$ cat src/rtl/umem_pkg.sv
package umem_pkg;
  typedef enum logic [1:0] {
    SMR_OFF   = 2'b00,
    SMR_LOW   = 2'b01,
    SMR_HIGH  = 2'b10,
    SMR_RELOC = 2'b11
  } smr_mode_e;

  localparam logic [31:0] CD_BASE   = 32'h000C_0000;
  localparam logic [31:0] CD_SPAN   = 32'h0002_0000;
  localparam logic [31:0] EF_BASE   = 32'h000E_0000;
  localparam logic [31:0] EF_SPAN   = 32'h0002_0000;
  localparam logic [31:0] VGA_BASE  = 32'h000A_0000;
  localparam logic [31:0] VGA_SPAN  = 32'h0002_0000;
  localparam logic [31:0] EHI_SPAN  = 32'h0001_0000;
  localparam logic [31:0] REL_HOST  = 32'h000A_8000;
  localparam logic [31:0] REL_SPAN  = 32'h0000_8000;
  localparam logic [31:0] REL_BASE_A = 32'h0006_8000;
  localparam logic [31:0] REL_BASE_B = 32'h0003_8000;
endpackage

$ cat src/rtl/umem_shadow_decode.sv
module umem_shadow_decode
  import umem_pkg::*;
#(
  parameter int ADDR_W    = 24,
  parameter int C_REGIONS = 8,
  parameter int E_REGIONS = 4
) (
  input  logic                 clk,
  input  logic                 rst_n,
  input  logic [ADDR_W-1:0]    addr,
  input  logic                 is_write,
  input  logic [C_REGIONS-1:0] c_en,
  input  logic [E_REGIONS-1:0] e_en,
  input  logic                 rd_steer,
  input  logic                 wr_steer,
  output logic                 sh_dram
);
  localparam int C_SH = $clog2(CD_SPAN / C_REGIONS);
  localparam int E_SH = $clog2(EF_SPAN / E_REGIONS);

  logic [31:0] a32, c_off, e_off;
  logic        in_c, in_e, dir_ok;
  logic [C_REGIONS-1:0] c_sel;
  logic [E_REGIONS-1:0] e_sel;

  assign a32   = 32'(addr);
  assign c_off = a32 - CD_BASE;
  assign e_off = a32 - EF_BASE;
  assign in_c  = (a32 >= CD_BASE) && (a32 < CD_BASE + CD_SPAN);
  assign in_e  = (a32 >= EF_BASE) && (a32 < EF_BASE + EF_SPAN);

  for (genvar g = 0; g < C_REGIONS; g++) begin : g_c
    assign c_sel[g] = in_c && ((c_off >> C_SH) == 32'(g));
  end
  for (genvar g = 0; g < E_REGIONS; g++) begin : g_e
    assign e_sel[g] = in_e && ((e_off >> E_SH) == 32'(g));
  end

  assign dir_ok  = is_write ? wr_steer : rd_steer;
  assign sh_dram = (|(c_sel & c_en) || |(e_sel & e_en)) && dir_ok;


  cd_disabled_chk: assert property (@(posedge clk) disable iff (!rst_n)
    (in_c && !(|(c_sel & c_en))) |-> !sh_dram);

  outside_ext_chk: assert property (@(posedge clk) disable iff (!rst_n)
    (!in_c && !in_e) |-> !sh_dram);
endmodule

$ cat src/rtl/umem_smram_decode.sv
module umem_smram_decode
  import umem_pkg::*;
#(
  parameter int ADDR_W = 24
) (
  input  logic              clk,
  input  logic              rst_n,
  input  logic [ADDR_W-1:0] addr,
  input  smr_mode_e         mode,
  input  logic [1:0]        base_sel,
  input  logic              visible,
  input  logic              keep_code,
  input  logic              code_fetch,
  output logic              hit,
  output logic              code_dram,
  output logic [ADDR_W-1:0] xlat_addr
);
  logic [31:0] a32, lo, span, base;
  logic        in_win, in_vga;

  assign a32 = 32'(addr);

  always_comb begin
    lo   = VGA_BASE;
    span = 32'd0;
    base = VGA_BASE;
    unique case (mode)
      SMR_LOW:   begin lo = VGA_BASE; span = VGA_SPAN; base = VGA_BASE; end
      SMR_HIGH:  begin lo = EF_BASE;  span = EHI_SPAN; base = EF_BASE;  end
      SMR_RELOC: begin
        lo   = REL_HOST;
        span = REL_SPAN;
        base = (base_sel == 2'b10) ? REL_BASE_A : REL_BASE_B;
      end
      default:   begin lo = VGA_BASE; span = 32'd0; base = VGA_BASE; end
    endcase
  end

  assign in_win    = (a32 >= lo) && (a32 < lo + span);
  assign in_vga    = (a32 >= VGA_BASE) && (a32 < VGA_BASE + VGA_SPAN);
  assign hit       = visible && in_win;
  assign xlat_addr = ADDR_W'(base + (a32 - lo));
  assign code_dram = (mode == SMR_LOW) && keep_code && code_fetch && in_vga;


  off_no_hit_chk: assert property (@(posedge clk) disable iff (!rst_n)
    (mode == SMR_OFF) |-> !hit);

  hidden_no_hit_chk: assert property (@(posedge clk) disable iff (!rst_n)
    !visible |-> !hit);

  offset_kept_chk: assert property (@(posedge clk) disable iff (!rst_n)
    hit |-> (xlat_addr[14:0] == addr[14:0]));
endmodule

$ cat src/rtl/umem_decode.sv
module umem_decode
  import umem_pkg::*;
#(
  parameter int ADDR_W    = 24,
  parameter int C_REGIONS = 8,
  parameter int E_REGIONS = 4
) (
  input  logic              clk,
  input  logic              rst_n,
  input  logic [ADDR_W-1:0] cpu_addr,
  input  logic              cpu_write,
  input  logic              code_fetch,
  input  logic              smm_active,
  input  logic [7:0]        shadow_region_cfg,
  input  logic [7:0]        shadow_ctrl_cfg,
  input  logic [7:0]        smm_ctrl_cfg,
  input  logic [7:0]        smm_status_cfg,
  output logic              to_dram,
  output logic [ADDR_W-1:0] dram_addr,
  output logic              smram_hit,
  output logic              bios_rd_shadow,
  output logic              bios_wr_shadow
);
  logic [7:0] region_q, sctl_q, smc_q, sts_q;
  logic       sh_dram, smr_hit, code_dram;
  logic [ADDR_W-1:0] xlat;

  always_ff @(posedge clk) begin
    if (!rst_n) begin
      region_q <= '0;
      sctl_q   <= '0;
      smc_q    <= '0;
      sts_q    <= '0;
    end else begin
      region_q <= shadow_region_cfg;
      sctl_q   <= shadow_ctrl_cfg;
      smc_q    <= smm_ctrl_cfg;
      sts_q    <= smm_status_cfg;
    end
  end

  umem_shadow_decode #(.ADDR_W(ADDR_W), .C_REGIONS(C_REGIONS), .E_REGIONS(E_REGIONS)) u_shadow (
    .clk      (clk),
    .rst_n    (rst_n),
    .addr     (cpu_addr),
    .is_write (cpu_write),
    .c_en     (region_q[C_REGIONS-1:0]),
    .e_en     (sctl_q[E_REGIONS-1:0]),
    .rd_steer (sctl_q[4]),
    .wr_steer (sctl_q[5]),
    .sh_dram  (sh_dram)
  );

  umem_smram_decode #(.ADDR_W(ADDR_W)) u_smram (
    .clk        (clk),
    .rst_n      (rst_n),
    .addr       (cpu_addr),
    .mode       (smr_mode_e'(smc_q[5:4])),
    .base_sel   (sts_q[7:6]),
    .visible    (smm_active | smc_q[3]),
    .keep_code  (smc_q[0]),
    .code_fetch (code_fetch),
    .hit        (smr_hit),
    .code_dram  (code_dram),
    .xlat_addr  (xlat)
  );

  assign smram_hit      = smr_hit;
  assign to_dram        = smr_hit | code_dram | sh_dram;
  assign dram_addr      = smr_hit ? xlat : cpu_addr;
  assign bios_rd_shadow = (|sctl_q[E_REGIONS-1:0]) & sctl_q[4];
  assign bios_wr_shadow = (|sctl_q[E_REGIONS-1:0]) & sctl_q[5];


  hit_to_dram_chk: assert property (@(posedge clk) disable iff (!rst_n)
    smram_hit |-> to_dram);

  above_meg_ext_chk: assert property (@(posedge clk) disable iff (!rst_n)
    (32'(cpu_addr) >= 32'h0010_0000) |-> !to_dram);

  bios_wr_delay_chk: assert property (@(posedge clk) disable iff (!rst_n)
    bios_wr_shadow |=> ($past(shadow_ctrl_cfg[5]) || !$past(rst_n) || bios_wr_shadow == sctl_q[5]));
endmodule

$ cat config.mk
export PLATFORM = sky130hd
export DESIGN_NAME = umem_decode
export DESIGN_NICKNAME = d
export VERILOG_FILES = /design/src/rtl/umem_pkg.sv /design/src/rtl/umem_shadow_decode.sv /design/src/rtl/umem_smram_decode.sv /design/src/rtl/umem_decode.sv
export SDC_FILE = /design/constraint.sdc
export NUM_CORES = 1
export LEC_CHECK = 0
export ABC_AREA = 1
export BUFFER_PORTS_ARGS = -buffer_cell sky130_fd_sc_hd__buf_2
export CAP_MARGIN = 5
export CORE_UTILIZATION = 50
export CTS_BUF_LIST = sky130_fd_sc_hd__clkbuf_4 sky130_fd_sc_hd__clkbuf_8
export CTS_CLUSTER_SIZE = 40
export DETAILED_ROUTE_END_ITERATION = 7
export PLACE_DENSITY = 0.88
export SETUP_SLACK_MARGIN = 0.4
export SYNTH_ARGS = -nofsm -noshare
export SYNTH_HDL_FRONTEND = slang
export SYNTH_SLANG_ARGS = --single-unit
export TNS_END_PERCENT = 100
$ cat constraint.sdc
create_clock -name clk -period 4.49 [get_ports clk]
set_input_delay 0.898 -clock clk [delete_from_list [all_inputs] [get_ports clk]]
set_output_delay 0.898 -clock clk [all_outputs]
set_load 0.01 [all_outputs]
==> results by stage, run 1 <==
Status:
- The run finished with clean final reports.

Timing:
- Headroom to the max-slew limit came out at 57.12%.
- The slew at the pin closest to its max-slew limit is 0.6408 ns.
- The post-route clock period utilization is 89.07%.
- Across all hold checks on the routed design, the worst slack comes to 0.8223 ns.
- The hold violation total from the final report came to 0.
- The smallest clock period supported by the final layout is computed as 3.999 ns.
- The top achievable clock speed is 0.2501 GHz.
- After routing, the total negative slack on setup checks comes to 0 ns.
- The final max-slew violation count came to 0.
- The total of endpoints with negative setup slack in the final report is 0.
- Setup repair after global routing left no endpoint under its margin.

Setup path:
- By startpoint and endpoint, the worst setup path is classified as input pin to primary output.
- STA puts the critical path data arrival time at 3.10 ns.
- In this run the worst path has a maximum fanout of 5.
- The kind of cell adding the most delay to the critical path is adder cells.
- Traced cell by cell, the critical path runs through buf_2, inv_1, fa_1, inv_1, ha_2, nand2_1, nor2_2, nand2_1, nor2_1, nand2_1, nand3_1, nand2_1, nand3_2, nand2_1, buf_2.
- The worst endpoint required time is 3.59 ns.
- The slowest stage of the critical path belongs to the cell sky130_fd_sc_hd__fa_1.
- The critical path capture point type is a primary output.
- The cell that appears most often on the critical path is sky130_fd_sc_hd__nand2_1.
- The worst setup path is launched from an input pin.
- For this run, the slowest stage of the critical path takes 0.54 ns.
- The buffers plus inverters on the worst setup path is 4.

Synth:
- The main combinational cell family by area after synthesis is simple AND/OR/NAND/NOR gates.
- Sequential elements use 11.33% of the synthesized area.
- The number of warnings issued by yosys is 0.
- The multiplexer share of the synthesized area is 0%.
- Ranked by instance count, the synthesized netlist is headed by sky130_fd_sc_hd__nand2_1, sky130_fd_sc_hd__inv_1, sky130_fd_sc_hd__ha_1, sky130_fd_sc_hd__nor2_1, sky130_fd_sc_hd__nand3_1.
- The number of standard cells after synthesis is 619.
- The fraction of the mapped netlist area in simple logic gates is 41.86%.
- Sorting the synthesized cells by area gives the leading types as sky130_fd_sc_hd__nand2_1, sky130_fd_sc_hd__ha_1, sky130_fd_sc_hd__inv_1.
- The library cell with the largest summed area after synthesis is sky130_fd_sc_hd__nand2_1.
- The top cell type by area accounts for 24.11% of the synthesized area.
- The compound-gate portion of the synthesized area is 6.728%.
- Counting flops with a built-in enable in the synthesized netlist gives 0.
- The number of distinct standard cells referenced by the synthesized netlist is 30.
- The fraction of synthesis flops using an asynchronous set or reset pin is 0%.
- The parity-gate share of the synthesized area counting xor and xnor cells is 2.479%.
- The most common cell in the synthesized netlist is sky130_fd_sc_hd__nand2_1.
- The post-synth net total is 740.
- The mapped cell area is 3533 µm².
- Summing the areas of all fa, ha and maj instances in the mapped netlist gives 21.46% of the synthesized area.
- For this run, the leading register cell type out of synthesis is sky130_fd_sc_hd__dfxtp_1.
- The synthesized flop and latch total is 20.
- Dividing the synthesized area by the synthesized cell count gives 5.708 µm².

GRT:
- Global routing used 25.38% of the available tracks across all layers.
- The total overflow left after global routing is 0.
- The via count of the first global-routing pass is 3580.
- Entering global routing, the biggest net connects 22 pins.
- The initial antenna violation count is 0.
- The wire length of the first global-routing pass is 15230 µm.

Power:
- The relative contribution of the clock network to total power is 18.2%.
- In this run the power density over the cells is 174.5 nW/µm².
- In this run switching power makes up 42.89% of total power.
- In this run the power spent charging and discharging nets is 0.0003043 W.
- Internal power comes to 0.0004053 W.
- The combinational fraction of design power is 54.8%.
- The highest ir drop seen on vdd is 0.2051 mV.
- Of the total power, registers draw 26.9%.
- Summed over all cells, the static leakage comes to 2.535 nW.

Route:
- The post-detailed-route wirelength per cell is 11.83 µm.
- The detailed router placed 3950 vias in this run.
- The detail-routed via count per cell is 4.994.
- The DRC violation count after routing is 0.
- In this run, the number of DRC markers left after iteration 0 of detailed routing was 267.
- The detail route stage leaves a number of antenna-violating nets equal to 0.
- For this run, the detailed router's first-pass iteration total came to 5.
- The routed wire length is 9356 µm.

Cells and area:
- The number of nets in the layout is 817.
- The number of antenna diodes in the final layout is 0.
- The share of cells above drive strength 1 is 15.11%.
- The number of inserted filler cells in the final layout is 680.
- The area overhead of the layout relative to synthesis is 15.08%.

Placed design:
- The number of port buffers is 76.
- The final weighted congestion in routability-driven placement is 0.9173.
- The post-detailed-placement half-perimeter wirelength is 7887 µm.

Die:
- The die is 86.07 µm tall.
- The initial utilization of the core area, before any placement, comes to 52.01%.
- From left edge to right edge, the die measures 86.07 µm.
- During I/O placement, the number of pins put on the boundary was 89.
- The count of standard-cell rows is 30.
- The die covers 7407 µm².
- The total core area is 6794 µm².

Clock tree:
- The number of clock sinks is 20.
- The clock tree buffer depth is 2.
- The cell at the root of the clock tree is sky130_fd_sc_hd__clkbuf_8.
- The number of H-tree branching levels is 1.
- The clock transition time at the flip-flop clock pins of the worst setup and hold paths is 0.06 ns.
- TritonCTS built the clock tree.
- In this run, CTS created clock tree buffers numbering 3.

Flow run:
- The tool flagged a number of max-cap violations equal to 0.

Worst hold path:
- The kind of path behind the tightest hold check is input pin to flip-flop.
[final cells by class]
type                    count  area (µm²)  area share (%)
well taps                  96       120.1           2.954
clock buffers               4       55.05           1.354
repair buffers             79       415.4           10.22
multi-input cells         461        2581           63.48
flip-flops and latches     20       400.4           9.846
inverters                 131       494.2           12.15
[per-stage QoR]
step,setup slack (ns),power (W),std cells,cell area (µm²),utilization (%)
after floorplan,1.013,0.0004611,619,3533,-
after global placement,0.4624,0.0005612,784,3965,58.36
after detailed placement,0.4661,0.0005712,784,3965,58.36
after CTS,0.4092,0.0007019,788,4020,59.17
after global routing,0.4054,0.0007673,791,4066,59.85
final,0.4910,0.0007096,791,4066,59.85
[state kept, by name, summed over array words and instances, names as in the netlist]
name / cells
smc_q: 4
sts_q: 2
sctl_q: 6
region_q: 8
[timing repair]
item,4_1_cts,5_1_grt
setup endpoints to repair,0,22
setup buffers,0,2
resized for setup,0,4
hold buffers,0,0
[power by group through the flow]
| stage | clock (W) | sequential [W] | combinational, W |
|---|---|---|---|
| global placement | 0 | 0.000195 | 0.000366 |
| finish | 0.000129 | 0.000191 | 0.000389 |
| CTS | 0.000132 | 0.000191 | 0.000378 |
| global route | 0.000138 | 0.000192 | 0.000437 |
| floorplan | 0 | 0.000194 | 0.000267 |
| detailed placement | 0 | 0.000195 | 0.000376 |
[kinds of logic after synthesis]
kind of cell / Yosys count
AND/OR/NAND/NOR: 345
buffers and inverters: 139
flip-flops: 20
XOR/XNOR: 10
adder cells (fa/ha/maj): 60
AO/OA/AOI/OAI: 45
[cell usage in the layout, fill, tap and decap left out, types with 2 or more instances in the layout]
cell | Yosys | routed
sky130_fd_sc_hd__xor2_1 | 9 | 9
sky130_fd_sc_hd__nor3_1 | 4 | 4
sky130_fd_sc_hd__ha_1 | 59 | 58
sky130_fd_sc_hd__inv_1 | 128 | 128
sky130_fd_sc_hd__nand2_1 | 227 | 227
sky130_fd_sc_hd__nand3_1 | 31 | 31
sky130_fd_sc_hd__o21ai_0 | 17 | 16
sky130_fd_sc_hd__nor2_2 | 0 | 2
sky130_fd_sc_hd__nand3_2 | 11 | 11
sky130_fd_sc_hd__nand2_2 | 2 | 2
sky130_fd_sc_hd__inv_2 | 2 | 2
sky130_fd_sc_hd__buf_4 | 2 | 2
sky130_fd_sc_hd__buf_2 | 0 | 76
sky130_fd_sc_hd__nand3b_1 | 2 | 2
sky130_fd_sc_hd__clkbuf_8 | 0 | 4
sky130_fd_sc_hd__nand4_1 | 13 | 13
sky130_fd_sc_hd__o21bai_1 | 3 | 3
sky130_fd_sc_hd__a21oi_1 | 23 | 23
sky130_fd_sc_hd__nor2_1 | 50 | 48
sky130_fd_sc_hd__dfxtp_1 | 20 | 20
[routing by layer]
layer | vias up | track usage, % | routed length [µm]
met5 | - | 0 | 0
met4 | 0 | 6.212 | 112
met3 | 12 | 2.021 | 659
met2 | 150 | 45.17 | 4405
met1 | 1754 | 32.99 | 4178
li1 | 2034 | - | -
[worst paths after layout]
path / to / from / depth (start not counted)
setup / recovery: dram_addr[22] / cpu_addr[18] / 15
hold / removal: sctl_q[3] / shadow_ctrl_cfg[3] / 3
[worst min-delay path, delay by kind of cell]
family / cells / cell delay [ns]
buffers and inverters: 2 / 0.11
and+or+nand+nor: 1 / 0.04
Power figures use the tool's default switching activity.
==> inputs of run 2 (changes only) <==
Settings changed: RECOVER_POWER set to 100.
==> results by stage, run 2 (synthesis gave the netlist of run 1 again) <==
Route:
- The violation count after the first detailed-route iteration came to 307 (+15%).
- The remaining antenna violation count after routing came to 0 (unchanged).
- The vias after detailed routing is 3938 (-0.30%).
- The total iterations of the first detailed-routing run is 5 (unchanged).
- The post-detailed-route wirelength per cell was 11.90 µm (+0.63%).
- The detail-routed via count per cell is 4.979 (-0.30%).
- The routed wire length is 9415 µm (+0.63%).
- The DRC violation count after routing is 0 (unchanged).

Timing:
- The total of endpoints with negative setup slack in the final report was 0 (unchanged).
- The final period demand of the worst path came to 4.016 ns (+0.01705 ns).
- The final total negative setup slack is 0 ns (unchanged).
- The final max-slew violation count was 0 (unchanged).
- The hold violation total from the final report came to 0 (unchanged).
- The slew at the pin closest to its max-slew limit is 0.7083 ns (+0.06748 ns).
- The post-route clock period utilization was 89.45% (+0.38 points).
- The top achievable clock speed is 0.2490 GHz (-0.42%).
- Setup repair after global routing left no endpoint under its margin.
- The tightest slew margin relative to the limit was 52.78% (-4.3 points).

Power:
- The switching part of the total is 43.20% (+0.31 points).
- The portion of total power attributed to sequential cells is 27.2% (+0.3 points).
- The cell-internal power is 0.0003998 W (-1.4%).
- The net switching power of the design is 0.0003040 W (about the same).
- The combinational fraction of design power came to 54.5% (-0.3 points).
- The highest ir drop seen on vdd is 0.2017 mV (-1.7%).
- The power density relative to cell area is 175.4 nW/µm² (+0.49%).
- The relative contribution of the clock network to total power is 18.4% (+0.2 points).
- The overall power consumption came to 0.0007039 W (-0.81%).
- The leakage dissipation is 2.456 nW (-3.1%).

GRT:
- The via count of the first global-routing pass came to 3580 (unchanged).
- The wire length of the first global-routing pass is 15230 µm (unchanged).
- The aggregate global routing overflow is 0 (unchanged).
- The overall fraction of global-route tracks in use is 25.38% (unchanged).
- The pin count of the biggest net entering global routing is 22 (unchanged).
- The initial antenna violation count is 0 (unchanged).

Cells and area:
- The footprint of the multi-input gates is 2560 µm² (-0.82%).
- The largest registers in the layout are region_q: 8 flops, sctl_q: 6 flops, smc_q: 4 flops.
- The number of inserted filler cells in the final layout is 692 (+1.8%).
- The cell area after layout is 4014 µm² (-1.3%).
- The number of standard cells in the layout, taps in and fillers out was 791 (unchanged).
- The area growth from synthesis to layout is 13.60%.
- The most common library cell in the layout ignoring fill and taps is sky130_fd_sc_hd__nand2_1.
- The share of cells above drive strength 1 is 11.65% (-3.5 points).
- The flip-flop count of the largest register, all copies and words added is 8 (unchanged).
- In the layout the commonest cells are sky130_fd_sc_hd__nand2_1, sky130_fd_sc_hd__inv_1, sky130_fd_sc_hd__ha_1.
- The number of diodes added for antenna fixing is 0 (unchanged).
- The register area is 400.4 µm² (unchanged).
- The number of nets in the layout came to 817 (unchanged).
- The largest register by flop count is region_q.
- The utilization after layout came to 59.08% (-0.77 points).

Clock tree:
- The clock transition time at the flip-flop clock pins of the worst setup and hold paths was 0.06 ns (about the same).
- The number of buffers created by CTS is 3 (unchanged).
- The number of clock sinks is 20 (unchanged).
- TritonCTS built the clock tree.
- The cell at the root of the clock tree is sky130_fd_sc_hd__clkbuf_8.
- The clock tree buffer depth came to 2 (unchanged).
- The number of H-tree branching levels is 1 (unchanged).

Setup path:
- The start point of the critical path is smc_q[5].
- The buffers plus inverters on the worst setup path is 3 (-1).
- The slowest stage of the critical path is the sky130_fd_sc_hd__nor2_2 cell.
- Grouping stages by cell kind, the critical path spends the most delay in simple AND/OR/NAND/NOR gates.
- The worst setup path is launched from a flip-flop.
- The worst endpoint required time is 3.59 ns (about the same).
- The number of gates on the worst path with buffers counted is 17 (+2).
- By startpoint and endpoint, the worst setup path is classified as flip-flop to primary output.
- The longest individual stage delay on the worst path is 0.57 ns (+0.03 ns).
- The critical path ends at dram_addr[19].
- The critical-path maximum fanout was 10 (+5).
- The critical path capture point type is a primary output.
- The cell with the most instances on the worst path is sky130_fd_sc_hd__nand2_1.
- Walking the worst path, the cells encountered are inv_1, ha_1, o21ai_1, nor2_1, ha_1, nand2_1, inv_1, nand2_1, nand2_1, nand2_1, nand2_1, nor2_1, nand2_2, nor2_2, nand3_2, nand2_1, clkbuf_1.
- The arrival time of data at the critical path endpoint is 3.12 ns (+0.02 ns).

Placed design:
- The number of cells in the design after placement is 784 (unchanged).
- The final weighted congestion in routability-driven placement is 0.9173 (unchanged).
- The post-detailed-placement half-perimeter wirelength is 7887 µm (unchanged).
- The number of port buffers came to 76 (unchanged).
- The post-place instance area is 3965 µm² (unchanged).

Die:
- The total core area is 6794 µm² (unchanged).
- The effective utilization at floorplan is 52.01% (unchanged).
- The width of the die is 86.07 µm (unchanged).
- The count of standard-cell rows is 30 (unchanged).
- The height of the die is 86.07 µm (unchanged).
- The overall die area is 7407 µm² (unchanged).
- The number of top-level pins is 89 (unchanged).

Flow run:
- The max-cap check violation count is 0 (unchanged).

Worst hold path:
- The kind of path behind the tightest hold check is input pin to flip-flop.

Status:
- The run finished with clean final reports.
-- run 2: final cells by class --
type | instances | share of cell area (%)
multi-input combinational | 461 | 63.78
inverter | 131 | 12.31
sequential | 20 | 9.975
timing repair buffer | 79 | 9.570
tap | 96 | 2.993
clock buffer | 4 | 1.372
-- run 2: tightest hold or removal path, cell delays in order --
cell and delay [ns]:
sky130_fd_sc_hd__buf_2 0.07, sky130_fd_sc_hd__nand2_1 0.04, sky130_fd_sc_hd__inv_1 0.04
-- run 2: how the worst min path moves through the flow --
stage / to / from / slack (ns) / cells after the start
2_1_floorplan: sctl_q[3] / shadow_ctrl_cfg[3] / 0.99 / 2
3_3_place_gp: region_q[7] / shadow_region_cfg[7] / 1.08 / 3
3_5_place_dp: sctl_q[3] / shadow_ctrl_cfg[3] / 1.08 / 3
4_1_cts: sctl_q[3] / shadow_ctrl_cfg[3] / 0.82 / 3
5_1_grt: sts_q[6] / smm_status_cfg[6] / 0.84 / 3
6_report: sctl_q[3] / shadow_ctrl_cfg[3] / 0.82 / 3
-- run 2: power by group through the flow --
stage	Clock (W)	Combinational, W	Sequential [W]
finish	0.000129	0.000383	0.000191
global route	0.000138	0.000430	0.000192
CTS	0.000132	0.000378	0.000191
detailed placement	0	0.000376	0.000195
global placement	0	0.000366	0.000195
floorplan	0	0.000267	0.000194
-- run 2: metal layers --
layer,vias up,track usage [%],share of wire (%)
li1,2030,-,-
met1,1747,32.99,44
met2,150,45.17,47
met3,11,2.021,7.8
met4,0,6.212,1.2
met5,-,0,0
-- run 2: repair_timing --
item,CTS,global route
gates resized for setup,0,4
setup endpoints to repair,0,22
hold endpoints to repair,0,0
hold buffers,0,0
setup buffers,0,2
-- run 2: through the flow --
| step | hold WS, ns | setup WS [ns] |
|---|---|---|
| 2_1_floorplan | 0.9915 | 1.013 |
| 3_3_place_gp | 1.079 | 0.4624 |
| 3_5_place_dp | 1.080 | 0.4661 |
| 4_1_cts | 0.8173 | 0.4092 |
| 5_1_grt | 0.8354 | 0.2440 |
| 6_report | 0.8220 | 0.4739 |
